==> src/rtl/lt_pkg.sv <==
package lt_pkg;

    localparam int NLANE       = 4;
    localparam int SW_MAX_BIT  = 2;
    localparam int PE_LSB      = 3;
    localparam int PE_MAX_BIT  = 5;

    localparam logic [1:0] PAT_OFF = 2'd0;
    localparam logic [1:0] PAT_CR  = 2'd1;
    localparam logic [1:0] PAT_EQ  = 2'd2;

    typedef enum logic [3:0] {
        S_IDLE,
        S_CFG,
        S_CR_PAT,
        S_CR_LANE,
        S_CR_WAIT,
        S_CR_READ,
        S_EQ_PAT,
        S_EQ_LANE,
        S_EQ_WAIT,
        S_EQ_READ,
        S_FIN,
        S_DONE
    } lt_state_e;

    typedef struct packed {
        lt_state_e   st;
        logic [7:0]  drive;
        logic [1:0]  pat;
        logic [1:0]  last_sw;
        logic        last_vld;
        logic [2:0]  tries;
        logic        cr_lock;
        logic        done;
        logic        pass;
    } lt_regs_t;

    function automatic logic [NLANE-1:0] lane_mask(input logic [1:0] mode);
        logic [NLANE-1:0] m;
        unique case (mode)
            2'b00:   m = NLANE'(1);
            2'b01:   m = NLANE'(3);
            default: m = '1;
        endcase
        return m;
    endfunction

    function automatic logic [1:0] pe_ceiling(input logic [1:0] sw);
        logic [1:0] c;
        unique case (sw)
            2'd0, 2'd1: c = 2'd2;
            2'd2:       c = 2'd1;
            default:    c = 2'd0;
        endcase
        return c;
    endfunction

endpackage

==> src/rtl/lt_status_decode.sv <==
module lt_status_decode #(
    parameter int NLANE  = 4,
    parameter int SBYTES = 2 * ((NLANE + 1) / 2) + 2
) (
    input  logic [8*SBYTES-1:0] stat,
    input  logic [NLANE-1:0]    act,
    output logic                cr_ok,
    output logic                eq_ok,
    output logic [1:0]          req_sw,
    output logic [1:0]          req_pe
);
    localparam int LBYTES  = (NLANE + 1) / 2;
    localparam int ALIGN_B = LBYTES;
    localparam int ADJ_B   = LBYTES + 2;

    logic [NLANE-1:0] lane_cr;
    logic [NLANE-1:0] lane_eq;
    logic [1:0]       lane_sw [NLANE];
    logic [1:0]       lane_pe [NLANE];

    for (genvar l = 0; l < NLANE; l++) begin : g_lane
        logic [3:0] nib;
        logic [3:0] adj;
        assign nib = stat[8*(l/2) + 4*(l%2) +: 4];
        assign adj = stat[8*(ADJ_B + l/2) + 4*(l%2) +: 4];
        assign lane_cr[l] = nib[0];
        assign lane_eq[l] = &nib[2:0];
        assign lane_sw[l] = act[l] ? adj[1:0] : 2'd0;
        assign lane_pe[l] = act[l] ? adj[3:2] : 2'd0;
    end

    assign cr_ok = &(lane_cr | ~act);
    assign eq_ok = stat[8*ALIGN_B] & (&(lane_eq | ~act));

    always_comb begin
        req_sw = 2'd0;
        req_pe = 2'd0;
        for (int l = 0; l < NLANE; l++) begin
            if (lane_sw[l] > req_sw) req_sw = lane_sw[l];
            if (lane_pe[l] > req_pe) req_pe = lane_pe[l];
        end
    end

endmodule

==> src/rtl/lt_drive_adjust.sv <==
module lt_drive_adjust
    import lt_pkg::*;
(
    input  logic [1:0] req_sw,
    input  logic [1:0] req_pe,
    output logic [7:0] drive
);
    localparam logic [1:0] SW_LIMIT = 2'd2;

    always_comb begin
        logic [1:0] v;
        logic [1:0] p;
        logic [1:0] ceil;
        logic       vf;
        logic       pf;
        v  = req_sw;
        vf = 1'b0;
        if (v >= SW_LIMIT) begin
            v  = SW_LIMIT;
            vf = 1'b1;
        end
        ceil = pe_ceiling(v);
        p    = req_pe;
        pf   = 1'b0;
        if (p >= ceil) begin
            p  = ceil;
            pf = 1'b1;
        end
        drive = 8'd0;
        drive[1:0]              = v;
        drive[SW_MAX_BIT]       = vf;
        drive[PE_LSB +: 2]      = p;
        drive[PE_MAX_BIT]       = pf;
    end

endmodule

==> src/rtl/lt_wait_timer.sv <==
module lt_wait_timer #(
    parameter int CW = 8
) (
    input  logic          clk,
    input  logic          rst,
    input  logic          load,
    input  logic [CW-1:0] load_val,
    output logic          expired
);
    typedef struct packed {
        logic [CW-1:0] cnt;
        logic          run;
    } tmr_t;

    tmr_t q, d;

    assign expired = q.run && (q.cnt == '0);

    always_comb begin
        d = q;
        if (load) begin
            d.cnt = load_val;
            d.run = 1'b1;
        end else if (q.run) begin
            if (q.cnt == '0) d.run = 1'b0;
            else             d.cnt = q.cnt - 1'b1;
        end
    end

    always_ff @(posedge clk) begin
        if (rst) q <= '0;
        else     q <= d;
    end

    AST_TMR_COUNTS: assert property (@(posedge clk) disable iff (rst)
        (q.run && q.cnt != '0 && !load) |=> (q.run && q.cnt == $past(q.cnt) - 1'b1));

endmodule

==> src/rtl/link_train_ctrl.sv <==
module link_train_ctrl
    import lt_pkg::*;
#(
    parameter int          CFG_BYTES   = 9,
    parameter int          ADDR_W      = 16,
    parameter int          CR_WAIT_CYC = 20000,
    parameter int          EQ_WAIT_CYC = 80000,
    parameter logic [15:0] CFG_ADDR    = 16'h0100,
    parameter logic [15:0] PAT_ADDR    = 16'h0102,
    parameter logic [15:0] LANE_ADDR   = 16'h0103,
    parameter logic [15:0] STAT_ADDR   = 16'h0202,
    parameter int          SAME_LIMIT  = 5,
    parameter int          EQ_LIMIT    = 5
) (
    input  logic                   clk,
    input  logic                   rst,
    input  logic                   start,
    input  logic [1:0]             lane_mode,
    input  logic [8*CFG_BYTES-1:0] link_cfg,
    output logic                   req_valid,
    output logic                   req_wr,
    output logic [ADDR_W-1:0]      req_addr,
    output logic [3:0]             req_len,
    output logic [8*CFG_BYTES-1:0] req_wdata,
    input  logic                   rsp_valid,
    input  logic                   rsp_ok,
    input  logic [47:0]            rsp_rdata,
    output logic [8*NLANE-1:0]     lane_drive,
    output logic [1:0]             train_pat,
    output logic                   cr_locked,
    output logic                   done,
    output logic                   pass
);
    localparam int SBYTES  = 2 * ((NLANE + 1) / 2) + 2;
    localparam int MAXWAIT = (CR_WAIT_CYC > EQ_WAIT_CYC) ? CR_WAIT_CYC : EQ_WAIT_CYC;
    localparam int CW      = $clog2(MAXWAIT + 1);

    lt_regs_t q, d;

    logic             cr_ok, eq_ok;
    logic [1:0]       req_sw, req_pe;
    logic [7:0]       adj_drive;
    logic             tmr_load, tmr_exp;
    logic [CW-1:0]    tmr_val;
    logic [NLANE-1:0] act;

    assign act = lane_mask(lane_mode);

    lt_status_decode #(.NLANE(NLANE), .SBYTES(SBYTES)) u_dec (
        .stat   (rsp_rdata[8*SBYTES-1:0]),
        .act    (act),
        .cr_ok  (cr_ok),
        .eq_ok  (eq_ok),
        .req_sw (req_sw),
        .req_pe (req_pe)
    );

    lt_drive_adjust u_adj (
        .req_sw (req_sw),
        .req_pe (req_pe),
        .drive  (adj_drive)
    );

    lt_wait_timer #(.CW(CW)) u_tmr (
        .clk      (clk),
        .rst      (rst),
        .load     (tmr_load),
        .load_val (tmr_val),
        .expired  (tmr_exp)
    );

    always_comb begin
        d        = q;
        tmr_load = 1'b0;
        tmr_val  = '0;
        if (start) begin
            d    = '0;
            d.st = S_CFG;
        end else begin
            unique case (q.st)
                S_CFG: if (rsp_valid) begin
                    d.st       = S_CR_PAT;
                    d.pat      = PAT_CR;
                    d.tries    = '0;
                    d.last_vld = 1'b0;
                end
                S_CR_PAT, S_CR_LANE: if (rsp_valid) begin
                    if (!rsp_ok) begin
                        d.st    = S_EQ_PAT;
                        d.pat   = PAT_EQ;
                        d.tries = '0;
                    end else if (q.st == S_CR_PAT) begin
                        d.st = S_CR_LANE;
                    end else begin
                        d.st     = S_CR_WAIT;
                        tmr_load = 1'b1;
                        tmr_val  = CW'(CR_WAIT_CYC - 1);
                    end
                end
                S_CR_WAIT: if (tmr_exp) d.st = S_CR_READ;
                S_CR_READ: if (rsp_valid) begin
                    if (!rsp_ok || cr_ok || q.drive[SW_MAX_BIT]) begin
                        d.cr_lock = rsp_ok && cr_ok;
                        d.st      = S_EQ_PAT;
                        d.pat     = PAT_EQ;
                        d.tries   = '0;
                    end else if (q.last_vld && q.last_sw == q.drive[1:0]
                                 && q.tries == 3'(SAME_LIMIT - 1)) begin
                        d.st    = S_EQ_PAT;
                        d.pat   = PAT_EQ;
                        d.tries = '0;
                    end else begin
                        if (q.last_vld && q.last_sw == q.drive[1:0])
                            d.tries = q.tries + 1'b1;
                        else
                            d.tries = '0;
                        d.last_sw  = q.drive[1:0];
                        d.last_vld = 1'b1;
                        d.drive    = adj_drive;
                        d.st       = S_CR_PAT;
                    end
                end
                S_EQ_PAT, S_EQ_LANE: if (rsp_valid) begin
                    if (!rsp_ok) begin
                        d.st  = S_FIN;
                        d.pat = PAT_OFF;
                    end else if (q.st == S_EQ_PAT) begin
                        d.st = S_EQ_LANE;
                    end else begin
                        d.st     = S_EQ_WAIT;
                        tmr_load = 1'b1;
                        tmr_val  = CW'(EQ_WAIT_CYC - 1);
                    end
                end
                S_EQ_WAIT: if (tmr_exp) d.st = S_EQ_READ;
                S_EQ_READ: if (rsp_valid) begin
                    if (!rsp_ok || eq_ok || q.tries > 3'(EQ_LIMIT)) begin
                        d.pass = rsp_ok && eq_ok;
                        d.st   = S_FIN;
                        d.pat  = PAT_OFF;
                    end else begin
                        d.drive = adj_drive;
                        d.tries = q.tries + 1'b1;
                        d.st    = S_EQ_PAT;
                    end
                end
                S_FIN: if (rsp_valid) begin
                    d.st   = S_DONE;
                    d.done = 1'b1;
                end
                default: ;
            endcase
        end
    end

    always_ff @(posedge clk) begin
        if (rst) q <= '0;
        else     q <= d;
    end

    always_comb begin
        req_valid = 1'b0;
        req_wr    = 1'b1;
        req_addr  = PAT_ADDR;
        req_len   = 4'd1;
        req_wdata = '0;
        unique case (q.st)
            S_CFG: begin
                req_valid = 1'b1;
                req_addr  = CFG_ADDR;
                req_len   = 4'(CFG_BYTES);
                req_wdata = link_cfg;
            end
            S_CR_PAT, S_EQ_PAT, S_FIN: begin
                req_valid      = 1'b1;
                req_wdata[1:0] = q.pat;
            end
            S_CR_LANE, S_EQ_LANE: begin
                req_valid               = 1'b1;
                req_addr                = LANE_ADDR;
                req_len                 = 4'(NLANE);
                req_wdata[8*NLANE-1:0]  = {NLANE{q.drive}};
            end
            S_CR_READ, S_EQ_READ: begin
                req_valid = 1'b1;
                req_wr    = 1'b0;
                req_addr  = STAT_ADDR;
                req_len   = 4'(SBYTES);
            end
            default: ;
        endcase
    end

    assign lane_drive = {NLANE{q.drive}};
    assign train_pat  = q.pat;
    assign cr_locked  = q.cr_lock;
    assign done       = q.done;
    assign pass       = q.pass;

    AST_REQ_HOLD: assert property (@(posedge clk) disable iff (rst)
        (req_valid && !rsp_valid && !start) |=> req_valid);
    AST_ADDR_HOLD: assert property (@(posedge clk) disable iff (rst)
        (req_valid && !rsp_valid && !start) |=> $stable(req_addr));
    AST_SWING_CLAMP: assert property (@(posedge clk) disable iff (rst)
        lane_drive[1:0] <= 2'd2);
    AST_PE_CEILING: assert property (@(posedge clk) disable iff (rst)
        lane_drive[PE_LSB +: 2] <= pe_ceiling(lane_drive[1:0]));
    AST_DONE_QUIET: assert property (@(posedge clk) disable iff (rst)
        done |-> (train_pat == PAT_OFF && !req_valid));
    AST_CR_TRIES: assert property (@(posedge clk) disable iff (rst)
        (train_pat == PAT_CR) |-> (q.tries < 3'(SAME_LIMIT)));
    AST_EQ_TRIES: assert property (@(posedge clk) disable iff (rst)
        (train_pat == PAT_EQ) |-> (q.tries <= 3'(EQ_LIMIT + 1)));

endmodule

==> config.mk <==
export PLATFORM = sky130hd
export DESIGN_NAME = link_train_ctrl
export DESIGN_NICKNAME = d
export VERILOG_FILES = /design/src/rtl/lt_pkg.sv /design/src/rtl/lt_status_decode.sv /design/src/rtl/lt_drive_adjust.sv /design/src/rtl/lt_wait_timer.sv /design/src/rtl/link_train_ctrl.sv
export SDC_FILE = /design/constraint.sdc
export NUM_CORES = 1
export LEC_CHECK = 0
export BUFFER_PORTS_ARGS = -buffer_cell sky130_fd_sc_hd__buf_2
export CAP_MARGIN = 30
export CORE_MARGIN = 5
export CORE_UTILIZATION = 44
export DETAILED_ROUTE_END_ITERATION = 16
export GPL_TIMING_DRIVEN = 0
export PLACE_DENSITY = 0.83
export SLEW_MARGIN = 15
export SYNTH_ARGS = -nofsm -noshare
export SYNTH_HDL_FRONTEND = slang
export SYNTH_SLANG_ARGS = --single-unit
==> constraint.sdc <==
create_clock -name clk -period 6.45 [get_ports clk]
set_input_delay 1.29 -clock clk [delete_from_list [all_inputs] [get_ports clk]]
set_output_delay 1.29 -clock clk [all_outputs]
set_load 0.01 [all_outputs]
### After elaboration in Yosys (flattened, before gate mapping)

Cells that the tools add are included.

* bits in registers: 41
* output and inout bits: 131

* add/subtract/negate cells: 2
* magnitude comparators: 11
* eq/ne operators: 39
* muxes and demuxes: 99
* bitwise operators: 6
* reduce and logical (&&, ||, !) cells: 45

Operators by type and width (count)
* 2-to-1 mux 17 bit: 5
* one-hot mux 30 bit (2 select lines): 1
* 2-to-1 mux 2 bit: 27
* 2-to-1 mux 15 bit: 3
* 2-to-1 mux 4 bit: 11
* 2-to-1 mux 40 bit: 1
* 2-to-1 mux 18 bit: 2
* 2-to-1 mux 3 bit: 12
* one-hot mux 17 bit (2 select lines): 1
* one-hot mux 4 bit (8 select lines): 1
* != test 2 bit (second input constant): 15
* one-hot mux 10 bit (3 select lines): 1
* != test 3 bit (second input constant): 9
* 2-to-1 mux 8 bit: 3
* 2-to-1 mux 21 bit: 1
* 2-to-1 mux 20 bit: 1
* 2-to-1 mux 1 bit: 19
* AND reduction 3 bit: 6
* AND reduction 9 bit: 2
* zero test 17 bit: 1
* subtractor 17 x 1 -> 17 bit (second input constant): 1
* equality test 4 x 3 -> 1 bit (second input constant): 4
* one-hot mux 8 bit (2 select lines): 1
* 2-to-1 mux 14 bit: 1
* 42 further kinds: 73

### Depth between registers and ports, before layout

* word-level depth: 23
* gate-level depth with buffers: 21

### Modules after synthesis

A second synthesis with hierarchy kept.

* cell total of the unflattened synthesis: 569
* area, all modules: 4121.5 sq um

By module, submodules not included
* link_train_ctrl: instances 1, cells an instance 356, area an instance 2376.0 sq um, sequential area each 460.4 sq um
* lt_wait_timer: instances 1, cells an instance 125, area an instance 1068.5 sq um, sequential area each 360.3 sq um
* lt_status_decode: instances 1, cells an instance 73, area an instance 573.0 sq um, sequential area each 0.0 sq um
* lt_drive_adjust: instances 1, cells an instance 15, area an instance 103.8 sq um, sequential area each 0.0 sq um

### Worst setup path after synthesis

Ideal clock, no wire load.

* path type: in2reg
* from: input lane_mode[1]
* to: register q (netlist bit lane_drive[3])
* arrival: 5.002 ns
* data required time: 6.331 ns
* setup slack: 1.329 ns
* stages on the path: 21
* cells stage by stage: clkbuf_1 clkbuf_1 o21a_1 ha_1 nor2b_1 o211ai_1 o21ai_0 ha_1 o21bai_1 and3_1 nor2_1 ha_1 a21oi_1 a21oi_1 a32o_1 nand3b_1 ha_1 nand2b_1 a21oi_1 o22ai_1 o221a_2

* longest elaborated chain between the ends: 20

Ends and longest elaborated chain
* start, declared: line link_train_ctrl.sv:18 `input logic [1:0] lane_mode,`
* equality test 2 x 1 -> 1 bit / zero test 2 bit (equally long branches): line lt_pkg.sv:41 `unique case (mode)`
* one-hot mux 4 bit (2 select lines) (*): line lt_pkg.sv:41
* 2-to-1 mux 2 bit: line lt_status_decode.sv:28 `assign lane_sw[l] = act[l] ? adj[1:0] : 2'd0;`
* > comparator 2 bit: line lt_status_decode.sv:39 `if (lane_sw[l] > req_sw) req_sw = lane_sw[l];`
* 2-to-1 mux 2 bit: line lt_status_decode.sv:39
* > comparator 2 bit: line lt_status_decode.sv:39
* 2-to-1 mux 2 bit: line lt_status_decode.sv:39
* > comparator 2 bit: line lt_status_decode.sv:39
* [... 4 more ...]
* OR reduction 2 bit: line lt_pkg.sv:51 `unique case (sw)`
* one-hot mux 2 bit (2 select lines): line lt_pkg.sv:51
* greater-or-equal comparator 2 bit: line lt_drive_adjust.sv:25 `if (p >= ceil) begin`
* 2-to-1 mux 2 bit: line lt_drive_adjust.sv:25
* 2-to-1 mux 8 bit: line link_train_ctrl.sv:107 `end else if (q.last_vld && q.last_sw == q.drive[1:0]`
* 2-to-1 mux 8 bit: line link_train_ctrl.sv:102 `if (!rsp_ok || cr_ok || q.drive[SW_MAX_BIT]) begin`
* 2-to-1 mux 21 bit: line link_train_ctrl.sv:101 `S_CR_READ: if (rsp_valid) begin`
* one-hot mux 8 bit (2 select lines): line link_train_ctrl.sv:80 `unique case (q.st)`
* end signal, assigned: line link_train_ctrl.sv:157 `if (rst) q <= '0;`
* end signal, assigned: line link_train_ctrl.sv:158 `else q <= d;`
* end, declared: line link_train_ctrl.sv:38 `lt_regs_t q, d;`

Every way passes the cells marked *; elsewhere a longest branch is shown, timed or not. The select of a mux whose other input is x is not followed.
A chain may end at the register's enable or synchronous reset.

### Worst setup path in the final report

Same ends and word-level chain as after synthesis.

==> results.yml <==
detailed_routing:
  finalWirelength_microns: 15100
  dr.pass1.iters: 5
  drtIter0Drc: 424
  drc: 0
  viasPerCell: 5.54
  final_antenna_net_count: 0
  vias: 4977
  wire_per_inst_microns: 16.8
pwr:
  power_frac_comb_pct: 39.6
  p_per_area_nw_per_um2: 127
  power.total_w: 0.000681
  swShare_pct: 35.9
  vdd_drop_max_mv: 0.0640
  p_int_w: 0.000437
  power.share.clock_pct: 24.4
  leakagePower_nw: 2.80
  p_sw_w: 0.000245
  power_frac_seq_pct: 36.0
timing:
  fin_crit_sh_pct: 85.7
  final.setup_skew_ns: 0.00822
  grt_setup_unrepaired: "false"
  hold_viol_final: 0
  post-route-min-period_ns: 5.53
  worst_pin_slew_ns: 0.846
  finalSetupTns_ns: 0
  fmax_mhz: 181
  setup_viol: 0
  slew_headroom_pct: 43.1
  final_max_slew_viol_count: 0
worst_hold_path:
  whs_endpoint: "q[7]"
  holdCritPathClass: "reg -> reg"
  hp-start: "q[7]"
  holdPathStages: 2
layout:
  syn_to_final_growth_pct: 34.4
  final_layout_size_suffix_gt1_share_pct: 36.2
  diodes: 0
  final_area_sq_um: 5370
  fin_nets: 942
  fillers: 830
clock_tree:
  h-tree-depth: 2
  worstSkewPairLatency_ns: 0.30
  cts_hold_repair.buffers: 0
  post_cts_resized: 0
  cts_setup_buffers: 0
  clock_path_buffers: 2
  cts-root-buf: "clkbuf_8"
  clk_pin_slew_ns: 0.07
  cts_tree: "built"
  cts_buffers: 5
  cts.sinks: 39
floorplan:
  num_rows: 34
  io_pins: 258
  die_w_microns: 105
  die_h_microns: 105
  start_util_pct: 45.5
  dieArea_sq_um: 11100
  fp.coreArea_sq_um: 8760
critical_path:
  critPathTopFamily: "compound AO/OA/AOI/OAI gates"
  reg2reg_from: "q[21]"
  crit_start: "lane_mode[1]"
  cp_data_required_time_ns: 6.69
  worstRegToRegCells: 6
  path_cells: "clkbuf_1 > clkbuf_1 > o21a_1 > ha_1 > nor2b_1 > o211ai_1 > o21ai_0 > ha_1 > o21bai_1 > and3_1 > nor2_1 > ha_1 > a21oi_1 > a21oi_1 > a32o_1 > nand3b_1 > ha_1 > nand2b_1 > a21oi_1 > and4b_1 > o221a_2"
  regToRegSetupSlack_ns: 4.00
  slowest_delay_ns: 0.39
  arrival_ns: 5.77
  crit_fanout: 10
  r2r-end: "lane_drive[3]"
  critical_path_class: "in -> reg"
  worstSetupEndpointType: "register"
  crit_path_top_delay_cell: "clkbuf_1"
  timing.critical_path.mode_cell: "ha_1"
  startpoint_type: "input port"
  worst-path-buf-inv: 2
synthesis:
  ys_seq_area_share_pct: 19.6
  syn-instance-count: 546
  avgSynthCellArea_sq_um: 7.31
  yosysWarnings: 0
  async_flop_share_pct: 0
  synthFlopType: "dfxtp_1"
  synth_edf_count: 0
  synth_cell_type_count: 67
  ys_seq_elements: 39
  netlist_area_sq_um: 3990
placed_design:
  finalWeightedCongestion: 0.878
  hpwl_microns: 12600
  placed_area_sq_um: 5280
  place.port_buffers: 217
global_routing:
  grt_usage_pct: 25.4
  overflow: 0
  grt_pass1_wl_microns: 23600
  antenna_found_initial: 0
  grt_pass1_vias: 4764
  grt_max_degree: 12
status:
  status: "finished, final reports clean"
job:
  maxCapViolCount: 0
[cell usage after synthesis (all sizes together), types with 4 or more instances]
cell / count / area, sq um
nor4: 6 / 43.8
nand2b: 14 / 87.6
or3: 5 / 31.3
o21ai: 16 / 95.1
and2: 50 / 313
a311oi: 4 / 35.0
and3: 4 / 25.0
clkbuf: 27 / 101
nor2b: 8 / 50.1
inv: 36 / 135
o2111ai: 4 / 35.0
o21a: 8 / 67.6
nand2: 50 / 188
xor2: 6 / 52.6
nand3: 9 / 45.0
ha: 26 / 325
dfxtp: 39 / 781
a31oi: 8 / 50.1
buf: 50 / 372
nand4: 9 / 62.6
a22o: 16 / 140
or4: 8 / 67.6
a22oi: 4 / 30.0
nor2: 29 / 109
a211oi: 8 / 60.1
a21oi: 30 / 150
o31ai: 6 / 45.0
nor3: 14 / 70.1
o22ai: 9 / 56.3
o211ai: 4 / 30.0
[worst max path at each step]
stage                          endpoint  slack [ns]  cells after the start
after floorplan           lane_drive[3]        1.33                     21
after global placement    lane_drive[3]        0.80                     21
after detailed placement  lane_drive[3]        0.65                     21
after CTS                 lane_drive[3]        0.95                     21
after global routing      lane_drive[3]        0.62                     21
final                     lane_drive[3]        0.92                     21
[power groups by stage]
stage	clock [W]	combinational, W	sequential (W)
final	0.000166	0.000270	0.000245
after global routing	0.000180	0.000299	0.000246
after CTS	0.000166	0.000269	0.000245
after detailed placement	0	0.000267	0.000251
after global placement	0	0.000259	0.000251
after floorplan	0	0.000162	0.000250
[routing by layer]
metal,part of all wire (%),vias to the layer above,global-route usage (%),wire length [microns]
li1,-,2368,-,-
met1,37,2323,29.8,5570
met2,52,261,47.0,7840
met3,9.3,25,5.13,1400
met4,1.6,0,6.12,240
met5,0,-,0,0
[layout by cell type, fill, tap and decap left out, drive strengths merged, types with 3 or more instances in the layout]
cell type / netlist / layout
o211ai: 4 / 4
a31oi: 8 / 8
a22o: 16 / 16
or2: 3 / 3
o31ai: 6 / 6
a211oi: 8 / 8
a311oi: 4 / 4
and2: 50 / 50
nand4: 9 / 9
o21a: 8 / 8
nor3: 14 / 14
and3: 4 / 4
a22oi: 4 / 4
nand2: 50 / 50
o311ai: 3 / 3
or4: 8 / 8
a21oi: 30 / 30
buf: 50 / 267
ha: 26 / 26
nor2: 29 / 29
inv: 36 / 36
o22ai: 9 / 9
clkbuf: 27 / 34
nor4: 6 / 6
nor2b: 8 / 8
nand2b: 14 / 14
xnor2: 3 / 3
conb: 1 / 20
nand3: 9 / 9
o2111ai: 4 / 4
xor2: 6 / 6
o21ai: 16 / 16
dfxtp: 39 / 39
or3: 5 / 5
[state kept, by name, indices dropped and copies added (netlist names)]
name,flops
train_pat,2
u_tmr.q,18
done,1
cr_locked,1
lane_drive,6
q,10
pass,1
[worst register-to-register path, stage by stage, from the launching register on]
cell	delay, ns
dfxtp_1	0.31
clkbuf_1	0.31
nor2b_1	0.30
nand3_1	0.25
nor3_1	0.72
o22ai_1	0.19
o221a_2	0.26
[metrics by stage]
step,hold WS (ns),utilization [%],setup slack [ns],cells
3_3_place_gp,0.458,60.3,0.799,890
2_1_floorplan,0.448,-,1.33,565
3_5_place_dp,0.467,60.3,0.653,890
4_1_cts,0.477,61.2,0.954,898
5_1_grt,0.500,61.2,0.616,898
6_report,0.485,61.2,0.919,898
[kinds of logic (layout without fill, tap and decap cells)]
| logic type | Yosys count | count (layout) | synth area share [%] |
|---|---|---|---|
| AOI/OAI and AO/OA | 139 | 139 | 24.9 |
| xor gates and xnor gates | 9 | 9 | 1.98 |
| adders and majority gates | 26 | 26 | 8.15 |
| buffers and inverters | 113 | 338 | 15.2 |
| DFF | 39 | 39 | 19.6 |
| muxes | 1 | 1 | 0.251 |
| other | 1 | 20 | 0.0940 |
| and+or+nand+nor | 218 | 218 | 29.9 |
[area by class of cell]
type                            instances  area, sq um  area share, %
Multi-Input combinational cell        413         2670           49.8
Timing Repair Buffer                  217         1090           20.2
Sequential cell                        39          781           14.6
Buffer                                 77          473           8.82
Inverter                               36          135           2.52
Tap cell                              108          135           2.52
Clock buffer                            7         76.3           1.42
Clock inverter                          1         5.00         0.0933
No activity file was read; power rests on OpenSTA's default activity.
